--- src/rtl/tcsi_pkg.sv ---
// Shared definitions for the temperature-compensated setpoint interpolator.
// Assumes: widths below are the default geometry; modules take them as parameters.
package tcsi_pkg;
    localparam int TCSI_TEMP_W = 8;
    localparam int TCSI_CODE_W = 9;
    localparam int TCSI_OFF_W  = 5;

    // Which part of the curve a temperature code falls in.
    typedef enum logic [2:0] {
        SEG_CLAMP_LO = 3'd0,
        SEG_LO_REF   = 3'd1,
        SEG_REF_HI1  = 3'd2,
        SEG_HI1_HI2  = 3'd3,
        SEG_CLAMP_HI = 3'd4
    } seg_e;
endpackage

--- src/rtl/tcsi_breakpoints.sv ---
// Derives the setpoint at the low, H1 and H2 breakpoints from the base code
// and the chained offsets, clamping into 0..2^CODE_W-1 rather than wrapping.
// Assumes: OFF_W < CODE_W. Purely combinational.
module tcsi_breakpoints #(
    parameter int CODE_W = tcsi_pkg::TCSI_CODE_W,
    parameter int OFF_W  = tcsi_pkg::TCSI_OFF_W
) (
    input  logic [CODE_W-1:0] base,
    input  logic [OFF_W-1:0]  off_low,
    input  logic [OFF_W-1:0]  off_h1,
    input  logic [OFF_W-1:0]  off_h2,
    output logic [CODE_W-1:0] sp_low,
    output logic [CODE_W-1:0] sp_h1,
    output logic [CODE_W-1:0] sp_h2
);
    localparam int PAD_W = CODE_W - OFF_W;

    logic [CODE_W-1:0] ext_low, ext_h1, ext_h2;
    logic [CODE_W:0]   sum_h1, sum_h2;

    // Zero-extend the offsets to code width.
    always_comb begin
        ext_low = {{PAD_W{1'b0}}, off_low};
        ext_h1  = {{PAD_W{1'b0}}, off_h1};
        ext_h2  = {{PAD_W{1'b0}}, off_h2};
    end

    // Low setpoint: subtract, floor at zero.
    always_comb begin
        sp_low = (ext_low > base) ? '0 : base - ext_low;
    end

    // H1 and H2 setpoints: add, ceiling at full scale.
    always_comb begin
        sum_h1 = {1'b0, base} + {1'b0, ext_h1};
        sp_h1  = sum_h1[CODE_W] ? '1 : sum_h1[CODE_W-1:0];
        sum_h2 = {1'b0, sp_h1} + {1'b0, ext_h2};
        sp_h2  = sum_h2[CODE_W] ? '1 : sum_h2[CODE_W-1:0];
    end
endmodule

--- src/rtl/tcsi_segment.sv ---
// Selects the curve segment for a temperature code and gives its start
// setpoint, setpoint rise, distance into the segment and segment width.
// Assumes: breakpoints ascending; clamps report a zero distance. The ordered
// comparisons guarantee a non-zero width whenever the distance is non-zero.
module tcsi_segment #(
    parameter int TEMP_W = tcsi_pkg::TCSI_TEMP_W,
    parameter int CODE_W = tcsi_pkg::TCSI_CODE_W
) (
    input  logic [TEMP_W-1:0] temp,
    input  logic [TEMP_W-1:0] bp_low,
    input  logic [TEMP_W-1:0] bp_ref,
    input  logic [TEMP_W-1:0] bp_h1,
    input  logic [TEMP_W-1:0] bp_h2,
    input  logic [CODE_W-1:0] base,
    input  logic [CODE_W-1:0] sp_low,
    input  logic [CODE_W-1:0] sp_h1,
    input  logic [CODE_W-1:0] sp_h2,
    output tcsi_pkg::seg_e    seg,
    output logic [CODE_W-1:0] start,
    output logic [CODE_W-1:0] delta,
    output logic [TEMP_W-1:0] num,
    output logic [TEMP_W-1:0] den
);
    import tcsi_pkg::*;

    // Priority-ordered segment decode.
    always_comb begin
        seg   = SEG_CLAMP_LO;
        start = sp_low;
        delta = '0;
        num   = '0;
        den   = TEMP_W'(1);
        if (temp <= bp_low) begin
            seg   = SEG_CLAMP_LO;
            start = sp_low;
        end else if (temp < bp_ref) begin
            seg   = SEG_LO_REF;
            start = sp_low;
            delta = base - sp_low;
            num   = temp - bp_low;
            den   = bp_ref - bp_low;
        end else if (temp < bp_h1) begin
            seg   = SEG_REF_HI1;
            start = base;
            delta = sp_h1 - base;
            num   = temp - bp_ref;
            den   = bp_h1 - bp_ref;
        end else if (temp < bp_h2) begin
            seg   = SEG_HI1_HI2;
            start = sp_h1;
            delta = sp_h2 - sp_h1;
            num   = temp - bp_h1;
            den   = bp_h2 - bp_h1;
        end else begin
            seg   = SEG_CLAMP_HI;
            start = sp_h2;
        end
    end
endmodule

--- src/rtl/tcsi_divider.sv ---
// Sequential restoring divider: one quotient bit per cycle, NUM_W cycles.
// Assumes: divisor non-zero; load is ignored while busy. Exposes the quotient
// as it will stand after the current step so the caller can latch it on the
// final step without an extra cycle.
module tcsi_divider #(
    parameter int NUM_W = 17,
    parameter int DEN_W = 8
) (
    input  logic             clk,
    input  logic             rst_n,
    input  logic             load,
    input  logic [NUM_W-1:0] dividend,
    input  logic [DEN_W-1:0] divisor,
    output logic             busy,
    output logic             last,
    output logic [NUM_W-1:0] quo_next
);
    localparam int CNT_W = $clog2(NUM_W + 1);

    logic [NUM_W-1:0] quo_q;
    logic [DEN_W-1:0] rem_q;
    logic [DEN_W-1:0] div_q;
    logic [CNT_W-1:0] cnt_q;
    logic             busy_q;
    logic [DEN_W:0]   trial;
    logic             fits;
    logic [DEN_W-1:0] rem_next;

    // One restoring step: shift in the next dividend bit, try to subtract.
    always_comb begin
        trial    = {rem_q, quo_q[NUM_W-1]};
        fits     = trial >= {1'b0, div_q};
        rem_next = fits ? DEN_W'(trial - {1'b0, div_q}) : DEN_W'(trial);
        quo_next = {quo_q[NUM_W-2:0], fits};
    end

    // Step sequencing and working registers.
    always_ff @(posedge clk) begin
        if (!rst_n) begin
            quo_q  <= '0;
            rem_q  <= '0;
            div_q  <= '0;
            cnt_q  <= '0;
            busy_q <= 1'b0;
        end else if (load && !busy_q) begin
            quo_q  <= dividend;
            rem_q  <= '0;
            div_q  <= divisor;
            cnt_q  <= CNT_W'(NUM_W);
            busy_q <= 1'b1;
        end else if (busy_q) begin
            quo_q <= quo_next;
            rem_q <= rem_next;
            cnt_q <= cnt_q - 1'b1;
            if (cnt_q == CNT_W'(1)) begin
                busy_q <= 1'b0;
            end
        end
    end

    assign busy = busy_q;
    assign last = busy_q && (cnt_q == CNT_W'(1));
endmodule

--- src/rtl/tc_setpoint_interp.sv ---
// Top of the temperature-compensated setpoint interpolator. On an accepted
// strobe it captures the segment data for the current temperature and
// configuration, runs the divider, and on the final divider step publishes
// start + quotient with a one-cycle done pulse.
// Assumes: breakpoints strictly ascending; strobes during a conversion dropped.
module tc_setpoint_interp #(
    parameter int TEMP_W = tcsi_pkg::TCSI_TEMP_W,
    parameter int CODE_W = tcsi_pkg::TCSI_CODE_W,
    parameter int OFF_W  = tcsi_pkg::TCSI_OFF_W
) (
    input  logic              clk,
    input  logic              rst_n,
    input  logic              sample_valid,
    input  logic [TEMP_W-1:0] temp_code,
    input  logic [CODE_W-2:0] base_hi,
    input  logic              base_lsb,
    input  logic [OFF_W-1:0]  off_low,
    input  logic [OFF_W-1:0]  off_h1,
    input  logic [OFF_W-1:0]  off_h2,
    input  logic [TEMP_W-1:0] bp_low,
    input  logic [TEMP_W-1:0] bp_ref,
    input  logic [TEMP_W-1:0] bp_h1,
    input  logic [TEMP_W-1:0] bp_h2,
    output logic [CODE_W-1:0] setpoint,
    output logic              done
);
    import tcsi_pkg::*;

    localparam int PROD_W = CODE_W + TEMP_W;

    logic [CODE_W-1:0] base;
    logic [CODE_W-1:0] sp_low, sp_h1, sp_h2;
    seg_e              seg;
    logic [CODE_W-1:0] seg_start, seg_delta;
    logic [TEMP_W-1:0] seg_num, seg_den;
    logic [PROD_W-1:0] product;
    logic              div_busy, div_last;
    logic [PROD_W-1:0] quo_next;
    logic              accept;
    seg_e              seg_q;
    logic [CODE_W-1:0] start_q;
    logic [CODE_W-1:0] setpoint_q;
    logic              done_q;

    assign base = {base_hi, base_lsb};

    tcsi_breakpoints #(.CODE_W(CODE_W), .OFF_W(OFF_W)) u_bp (
        .base    (base),
        .off_low (off_low),
        .off_h1  (off_h1),
        .off_h2  (off_h2),
        .sp_low  (sp_low),
        .sp_h1   (sp_h1),
        .sp_h2   (sp_h2)
    );

    tcsi_segment #(.TEMP_W(TEMP_W), .CODE_W(CODE_W)) u_seg (
        .temp   (temp_code),
        .bp_low (bp_low),
        .bp_ref (bp_ref),
        .bp_h1  (bp_h1),
        .bp_h2  (bp_h2),
        .base   (base),
        .sp_low (sp_low),
        .sp_h1  (sp_h1),
        .sp_h2  (sp_h2),
        .seg    (seg),
        .start  (seg_start),
        .delta  (seg_delta),
        .num    (seg_num),
        .den    (seg_den)
    );

    // Numerator of the interpolation: rise times distance into the segment.
    always_comb begin
        product = PROD_W'(seg_delta) * PROD_W'(seg_num);
    end

    assign accept = sample_valid && !div_busy;

    tcsi_divider #(.NUM_W(PROD_W), .DEN_W(TEMP_W)) u_div (
        .clk      (clk),
        .rst_n    (rst_n),
        .load     (accept),
        .dividend (product),
        .divisor  (seg_den),
        .busy     (div_busy),
        .last     (div_last),
        .quo_next (quo_next)
    );

    // Hold the segment start for the conversion in flight.
    always_ff @(posedge clk) begin
        if (!rst_n) begin
            seg_q   <= SEG_CLAMP_LO;
            start_q <= '0;
        end else if (accept) begin
            seg_q   <= seg;
            start_q <= seg_start;
        end
    end

    // Publish the result and pulse done on the final divider step.
    always_ff @(posedge clk) begin
        if (!rst_n) begin
            setpoint_q <= '0;
            done_q     <= 1'b0;
        end else begin
            done_q <= div_last;
            if (div_last) begin
                setpoint_q <= start_q + CODE_W'(quo_next);
            end
        end
    end

    assign setpoint = setpoint_q;
    assign done     = done_q;
endmodule

--- config.mk ---
export PLATFORM = sky130hd
export DESIGN_NAME = tc_setpoint_interp
export DESIGN_NICKNAME = d
export VERILOG_FILES = /design/src/rtl/tcsi_pkg.sv /design/src/rtl/tcsi_breakpoints.sv /design/src/rtl/tcsi_segment.sv /design/src/rtl/tcsi_divider.sv /design/src/rtl/tc_setpoint_interp.sv
export SDC_FILE = /design/constraint.sdc
export NUM_CORES = 1
export LEC_CHECK = 0
export BUFFER_PORTS_ARGS = -buffer_cell sky130_fd_sc_hd__buf_2
export CORE_UTILIZATION = 40
export CTS_CLUSTER_SIZE = 16
export DETAILED_ROUTE_END_ITERATION = 16
export SLEW_MARGIN = 20
export SYNTH_ARGS = -nofsm -noshare
export SYNTH_HDL_FRONTEND = slang
export SYNTH_SLANG_ARGS = --single-unit
--- constraint.sdc ---
create_clock -name clk -period 10.7 [get_ports clk]
set_input_delay 0.535 -clock clk [delete_from_list [all_inputs] [get_ports clk]]
set_output_delay 0.535 -clock clk [all_outputs]
set_load 0.005 [all_outputs]
### Word level (Yosys, flattened, before mapping)

Index checks and enable logic that the tools add are counted.
Widths: inputs -> output; s select.

* flip-flop bits (word level): 58
* input port bits: 67
* output and inout port bits: 10
* logic and storage cells: 66

* add/subtract/negate cells: 15
* multiply operators: 1
* magnitude comparators: 6
* equality and inequality tests: 1
* multiplexer cells: 27
* bitwise logic cells: 1
* reductions and logical operators: 6

Operators with widths (number)
* $mux 9: 11
* $mux 8: 9
* $sub 8x8->8: 7
* $mux 17: 2
* $sub 9x9->9: 3
* $lt 8x8->1: 3
* $add 9x5->10: 2
* $mul 9x8->17: 1
* $mux 5: 2
* $add 9x9->9: 1
* $ge 9x8->1: 1
* $gt 5x9->1: 1
* $sub 9x5->9: 1
* $le 8x8->1: 1
* $eq 5x1->1 const B: 1
* $sub 5x1->5 const B: 1
* $logic_and 1x1->1: 3
* $mux 1: 3
* $reduce_bool 2->1: 1
* $reduce_or 2->1: 1
* $logic_not 1->1: 1
* $not 1->1: 1

### Logic depth before layout (Yosys ltp)

* word-level depth: 11
* depth in mapped cells: 40

### Modules after synthesis

From an unflattened synthesis, not the netlist that was laid out.

* cell total of the unflattened synthesis: 1375
* area, all modules: 10785.3 sq um

By module, submodules not included
* tcsi_segment: instances 1, cells each 554, area an instance 4037.6 sq um, seq. area each 0.0 sq um
* tc_setpoint_interp: instances 1, cells each 412, area an instance 3489.6 sq um, seq. area each 380.4 sq um
* tcsi_divider: instances 1, cells each 275, area an instance 2273.4 sq um, seq. area each 780.7 sq um
* tcsi_breakpoints: instances 1, cells each 134, area an instance 984.7 sq um, seq. area each 0.0 sq um

### Least setup slack after synthesis

No wires, ideal clock.

* kind: input-to-reg
* from: input port base_hi[0]
* to: register u_div.quo_q[16]
* data arrival time: 8530 ps
* required time: 10569 ps
* slack: 2039 ps
* cell stages on the path: 38
* buffers on the path: 0
* cell sequence: ha_1 > a211oi_2 > nor4_1 > or2_2 > nor2_1 > inv_1 > ha_1 > o21ai_1 > o21ba_2 > o22ai_2 > nor3_1 > nand2_1 > nand2_1 > inv_1 > fa_1 > nor2b_1 > o21ai_0 > nand2b_1 > (+2 left out) > o31a_1 > o221a_4 > o32ai_4 > nor2_1 > fa_1 > fa_1 > fa_1 > inv_1 > fa_1 > inv_1 > ha_1 > and3_1 > a211oi_1 > o21bai_1 > a21oi_1 > o21ai_0 > xnor2_1 > o22ai_1

* longest elaborated chain between the ends: 11
* elaborated cells between the ends (all ways): 16
* those cells by class: add/sub (6); mul (1); order compare (1); mux (8)

RTL lines
* start, declared: RTL line tc_setpoint_interp.sv:15 `input logic [CODE_W-2:0] base_hi,`
* $add 9x5->10: RTL line tcsi_breakpoints.sv:35 `sum_h1 = {1'b0, base} + {1'b0, ext_h1};`
* $mux 9: RTL line tcsi_breakpoints.sv:36 `sp_h1 = sum_h1[CODE_W] ? '1 : sum_h1[CODE_W-1:0];`
* $add 9x5->10: RTL line tcsi_breakpoints.sv:37 `sum_h2 = {1'b0, sp_h1} + {1'b0, ext_h2};`
* $mux 9: RTL line tcsi_breakpoints.sv:38 `sp_h2 = sum_h2[CODE_W] ? '1 : sum_h2[CODE_W-1:0];`
* $sub 9x9->9: RTL line tcsi_segment.sv:51 `delta = sp_h2 - sp_h1;`
* $mux 9: RTL line tcsi_segment.sv:48 `end else if (temp < bp_h2) begin`
* $mux 9: RTL line tcsi_segment.sv:42 `end else if (temp < bp_h1) begin`
* $mux 9 (*): RTL line tcsi_segment.sv:36 `end else if (temp < bp_ref) begin`
* $mux 9 (*): RTL line tcsi_segment.sv:33 `if (temp <= bp_low) begin`
* $mul 9x8->17 (*): RTL line tc_setpoint_interp.sv:76 `product = PROD_W'(seg_delta) * PROD_W'(seg_num);`
* $mux 17 (*): RTL line tcsi_divider.sv:45 `end else if (load && !busy_q) begin`
* end signal, assigned: RTL line tcsi_divider.sv:46 `quo_q <= dividend;`
* end signal, assigned: RTL line tcsi_divider.sv:52 `quo_q <= quo_next;`
* end, declared: RTL line tcsi_divider.sv:20 `logic [NUM_W-1:0] quo_q;`

Mark *: on every way between the ends. The rest lies on a longest branch, timed or not.
A chain may end at the register's enable or synchronous reset.

### Final worst setup path

Same ends and word-level chain as after synthesis.

==> results.txt <==
The total congestion overflow is 0. The number of sinks on the clock net is between 50 and 60. After routing, the total negative slack on setup checks comes to 0 ns. Dividing total power by cell area gives a power density of between 100 and 150 nW/um^2. The maximum vdd drop came out at roughly 0.069 mV.

The minimum setup slack in the final design came out at 1.18 ns. The post-CTS setup-driven buffer insertion count came out at 0. The number of filler cells placed in the layout is approximately 2400. Leaving out fill and tap cells, the most frequent cell in the layout is sky130_fd_sc_hd__inv_1. In this run the critical register-to-register path is launched from u_div.div_q[1]. After Yosys synthesis, full adders, half adders and majority gates account for approximately 29% of the synthesized area. The final max-slew violation count is 0. At the end of routability-driven placement, the weighted congestion stood at 0.861. The standby leakage power is between 0.005 and 0.006 uW. The synthesized-area fraction occupied by ao, oa, aoi and oai cells is between 20% and 30%. The clock insertion delay at the later pin of the skew report is between 0.3 and 0.4 ns. The number of enable flip-flop cells after synthesis came out at 0. The row count came out at 56. The required time of the worst setup path came out at ~11 ns. The worst-case register-to-register setup slack came out at ~6.6 ns. Based on the critical path, the design can be clocked at up to 105 MHz. The number of cells on the worst reg-to-reg path came out at 22. The worst hold path begins at u_div.div_q[7]. The total DRC errors in the routed layout is 0.

The number of nets handed over by synthesis was 1538. The synthesized instance count is between 1000 and 1500. The number of H-tree branching levels is 3. The share of cells above drive strength 1 came out at 9.79%. In the synthesized netlist the dominant register cell turns out to be sky130_fd_sc_hd__dfxtp_1.

The layout net count came out at 1595. STA classifies the critical path startpoint as an input port. The post-placement worst setup slack came out at between 0.8 and 0.9 ns. The number of antenna violations at the first check in global routing was 0. The relative max-transition margin came out at 37.6%.

The tool flagged a number of max-cap violations equal to 0. The share of synthesized registers carrying an async set or reset came out at 0%. The wire length of the first global-routing pass came out at 42900 um. The worst path uses between 80% and 90% of the clock period.

The endpoint of the lowest-slack register-to-register path is setpoint[8]. STA classifies the critical path endpoint as a flop. The portion of the post-synthesis area used by sequential elements is 11.8%.

The number of failing hold endpoints at the final stage came out at 0. The initial core utilization came out at between 40% and 50%. The number of buffers added to fix hold violations after cts came out at 0. For this design, the slowest cell found on the critical path is sky130_fd_sc_hd__fa_1.

The detail route stage leaves a number of antenna-violating nets equal to 0. The worst setup path is of the in2reg kind. The register clock-pin slew on the reported worst setup and hold paths is roughly 0.050 ns. Setup repair after global routing left no endpoint under its margin.

Summed over all nets, the half-perimeter wirelength after detailed placement is ~21000 um. The synthesized area divided by synthesized cell count came out at between 7 and 8 um^2. The flop and latch count out of synthesis came out at 58.

The largest single stage delay on the critical path is approximately 0.54 ns. For this run, the number of Yosys warnings is 0. Clock tree synthesis selected as its root buffer the cell sky130_fd_sc_hd__clkbuf_16.

The data arrival time of the worst path is just under 10 ns. The die outline area is ~25000 um^2. The via count of the first global-routing pass is 8558.

Counting I/O delays and the setup requirement, the final critical path takes about 9.5 ns. Counting along the longest clock path gives a buffer depth of 2. Along the worst hold path, the cell count comes to 2. The synthesized netlist contains 84 unique library cells. The final clock skew is around 0.009 ns. The most critical setup path has its startpoint at base_hi[0]. 0 antenna diodes ended up in the layout. The run finished with clean final reports. After synthesis, the largest family of logic cells by area is adder cells. The core outline area came out at about 24000 um^2. The CTS tree is done. The final wirelength is between 20000 and 30000 um.

The largest net degree at the start of global routing came out at 42. The area of the mapped netlist is roughly 9800 um^2. In this run the tool buffered the top-level ports with 76 buffer cells.

The total of endpoints with negative setup slack in the final report is 0. The path category of the worst min-delay check is reg2reg. The wire length per cell after detailed routing is 15.8 um.

The library cells used most frequently in the layout, excluding fill and tap cells, are 156 x sky130_fd_sc_hd__inv_1, 139 x sky130_fd_sc_hd__ha_1, 138 x sky130_fd_sc_hd__nor2_1. The routed layout has a little under 9000 vias. The post-cts resize count is 0. The transition time at the pin with the least slew margin is approximately 0.93 ns. The die width is around 160 um. The number of buffers added by the clock tree synthesis step came out at 9. The DRC marker count from the first detailed-route iteration came out at 521. The number of placed I/O pins came out at 77. Before antenna repair, the detailed router went through 5 iterations. The share of synthesized cell area in and, or, nand and nor gates came out at a little under a fifth. Using the TritonRoute via totals, the vias-per-cell ratio works out to around 5.4. The global routing usage summed across all routing layers came out at 20.7%. The proportion of synthesized area in mux cells came out at under 10%. The area added between synthesis and finish is 10.1%. The peak fanout along the critical path is 9. For hold timing, the worst endpoint is u_div.div_q[7].

The die boundary height is 159 um. The post-synthesis share of cell area spent on xor and xnor gates is approximately 6.6%.
where the power goes:
part	switching, uW	internal, uW
sequential	13.9	237
clock	101	180
combinational	492	337
registers in the layout (all words and copies together) (netlist names):
signal and cells:
start_q 9, u_div.busy 1, done 1, u_div.rem_q 8, setpoint 9, u_div.quo_q 17, u_div.div_q 8, u_div.cnt_q 5
per-layer routing:
layer | wire [um] | up-vias | part of all wire (%) | global-route usage [%]
met5 | 0 | - | 0 | 0
met4 | 411 | 0 | 1.6 | 5.25
met3 | 917 | 28 | 3.5 | 2.35
met1 | 12900 | 4158 | 49 | 28.4
li1 | - | 4564 | - | -
met2 | 11900 | 158 | 46 | 34.4
cells by family after synthesis:
group,count (synthesis)
AO/OA/AOI/OAI,354
XOR/XNOR,74
adder cells (fa/ha/maj),195
buffers and inverters,198
flip-flops,58
multiplexers,27
AND/OR/NAND/NOR,370
through the flow:
step / util (%) / power [uW] / hold WS, ns / cell area [um^2] / cells
floorplan: - / 882 / 0.436 / 9820 / 1276
global placement: 44.4 / 1070 / 0.449 / 10500 / 1641
detailed placement: 44.4 / 1080 / 0.455 / 10500 / 1641
CTS: 45.5 / 1370 / 0.464 / 10800 / 1657
global route: 45.5 / 1480 / 0.501 / 10800 / 1657
finish: 45.5 / 1360 / 0.468 / 10800 / 1657
synth_stat cells, types with 4 or more instances:
library cell / count / area (um^2)
sky130_fd_sc_hd__xnor2_1: 50 / 438
sky130_fd_sc_hd__fa_1: 56 / 1120
sky130_fd_sc_hd__a21o_1: 27 / 203
sky130_fd_sc_hd__nand3_1: 20 / 100
sky130_fd_sc_hd__nor2b_1: 27 / 169
sky130_fd_sc_hd__o21a_1: 12 / 90.1
sky130_fd_sc_hd__o22ai_1: 11 / 68.8
sky130_fd_sc_hd__nor2_1: 139 / 522
sky130_fd_sc_hd__mux2i_1: 25 / 250
sky130_fd_sc_hd__a31oi_1: 9 / 56.3
sky130_fd_sc_hd__xor2_1: 24 / 210
sky130_fd_sc_hd__a32oi_1: 8 / 70.1
sky130_fd_sc_hd__dfxtp_1: 58 / 1160
sky130_fd_sc_hd__a21oi_1: 89 / 445
sky130_fd_sc_hd__ha_1: 139 / 1740
sky130_fd_sc_hd__a211oi_1: 22 / 165
sky130_fd_sc_hd__o31ai_1: 4 / 30.0
sky130_fd_sc_hd__inv_1: 156 / 586
sky130_fd_sc_hd__and2_1: 5 / 31.3
sky130_fd_sc_hd__nand2b_1: 17 / 106
sky130_fd_sc_hd__nand2_1: 69 / 259
sky130_fd_sc_hd__and3_1: 6 / 37.5
sky130_fd_sc_hd__o21ai_0: 82 / 410
sky130_fd_sc_hd__o2111ai_1: 4 / 35.0
sky130_fd_sc_hd__o31a_1: 8 / 70.1
sky130_fd_sc_hd__a211o_1: 4 / 35.0
sky130_fd_sc_hd__o311ai_0: 5 / 43.8
sky130_fd_sc_hd__o21bai_1: 6 / 45.0
sky130_fd_sc_hd__or3_1: 12 / 75.1
sky130_fd_sc_hd__or2_1: 17 / 106
sky130_fd_sc_hd__nor3_1: 29 / 145
sky130_fd_sc_hd__or2_2: 9 / 56.3
sky130_fd_sc_hd__o221ai_1: 6 / 52.6
sky130_fd_sc_hd__o21ai_1: 15 / 75.1
sky130_fd_sc_hd__clkbuf_1: 35 / 131
critical path, delay by kind of cell:
family | cells | cell delay [ns]
compound gates | 17 | 3.65
xor+xnor | 1 | 0.17
fa+ha+maj | 8 | 3.26
buf+inv | 4 | 0.43
simple gates | 9 | 1.62
cell type report:
type / count / area (um^2) / share of cell area [%]
clock buffer: 13 / 240 / 2.22
tap: 319 / 399 / 3.69
multi-input combinational: 1020 / 7930 / 73.3
sequential: 58 / 1160 / 10.7
clock inverter: 3 / 40.0 / 0.370
inverter: 158 / 593 / 5.48
timing repair buffer: 86 / 455 / 4.21
worst max-delay path by stage:
stage,to,depth (start not counted)
6_report,u_div.quo_q[16],39
5_1_grt,u_div.quo_q[16],39
4_1_cts,u_div.quo_q[16],39
3_5_place_dp,u_div.quo_q[16],38
3_3_place_gp,u_div.quo_q[16],38
2_1_floorplan,u_div.quo_q[16],38
No activity file was read; power rests on OpenSTA's default activity.
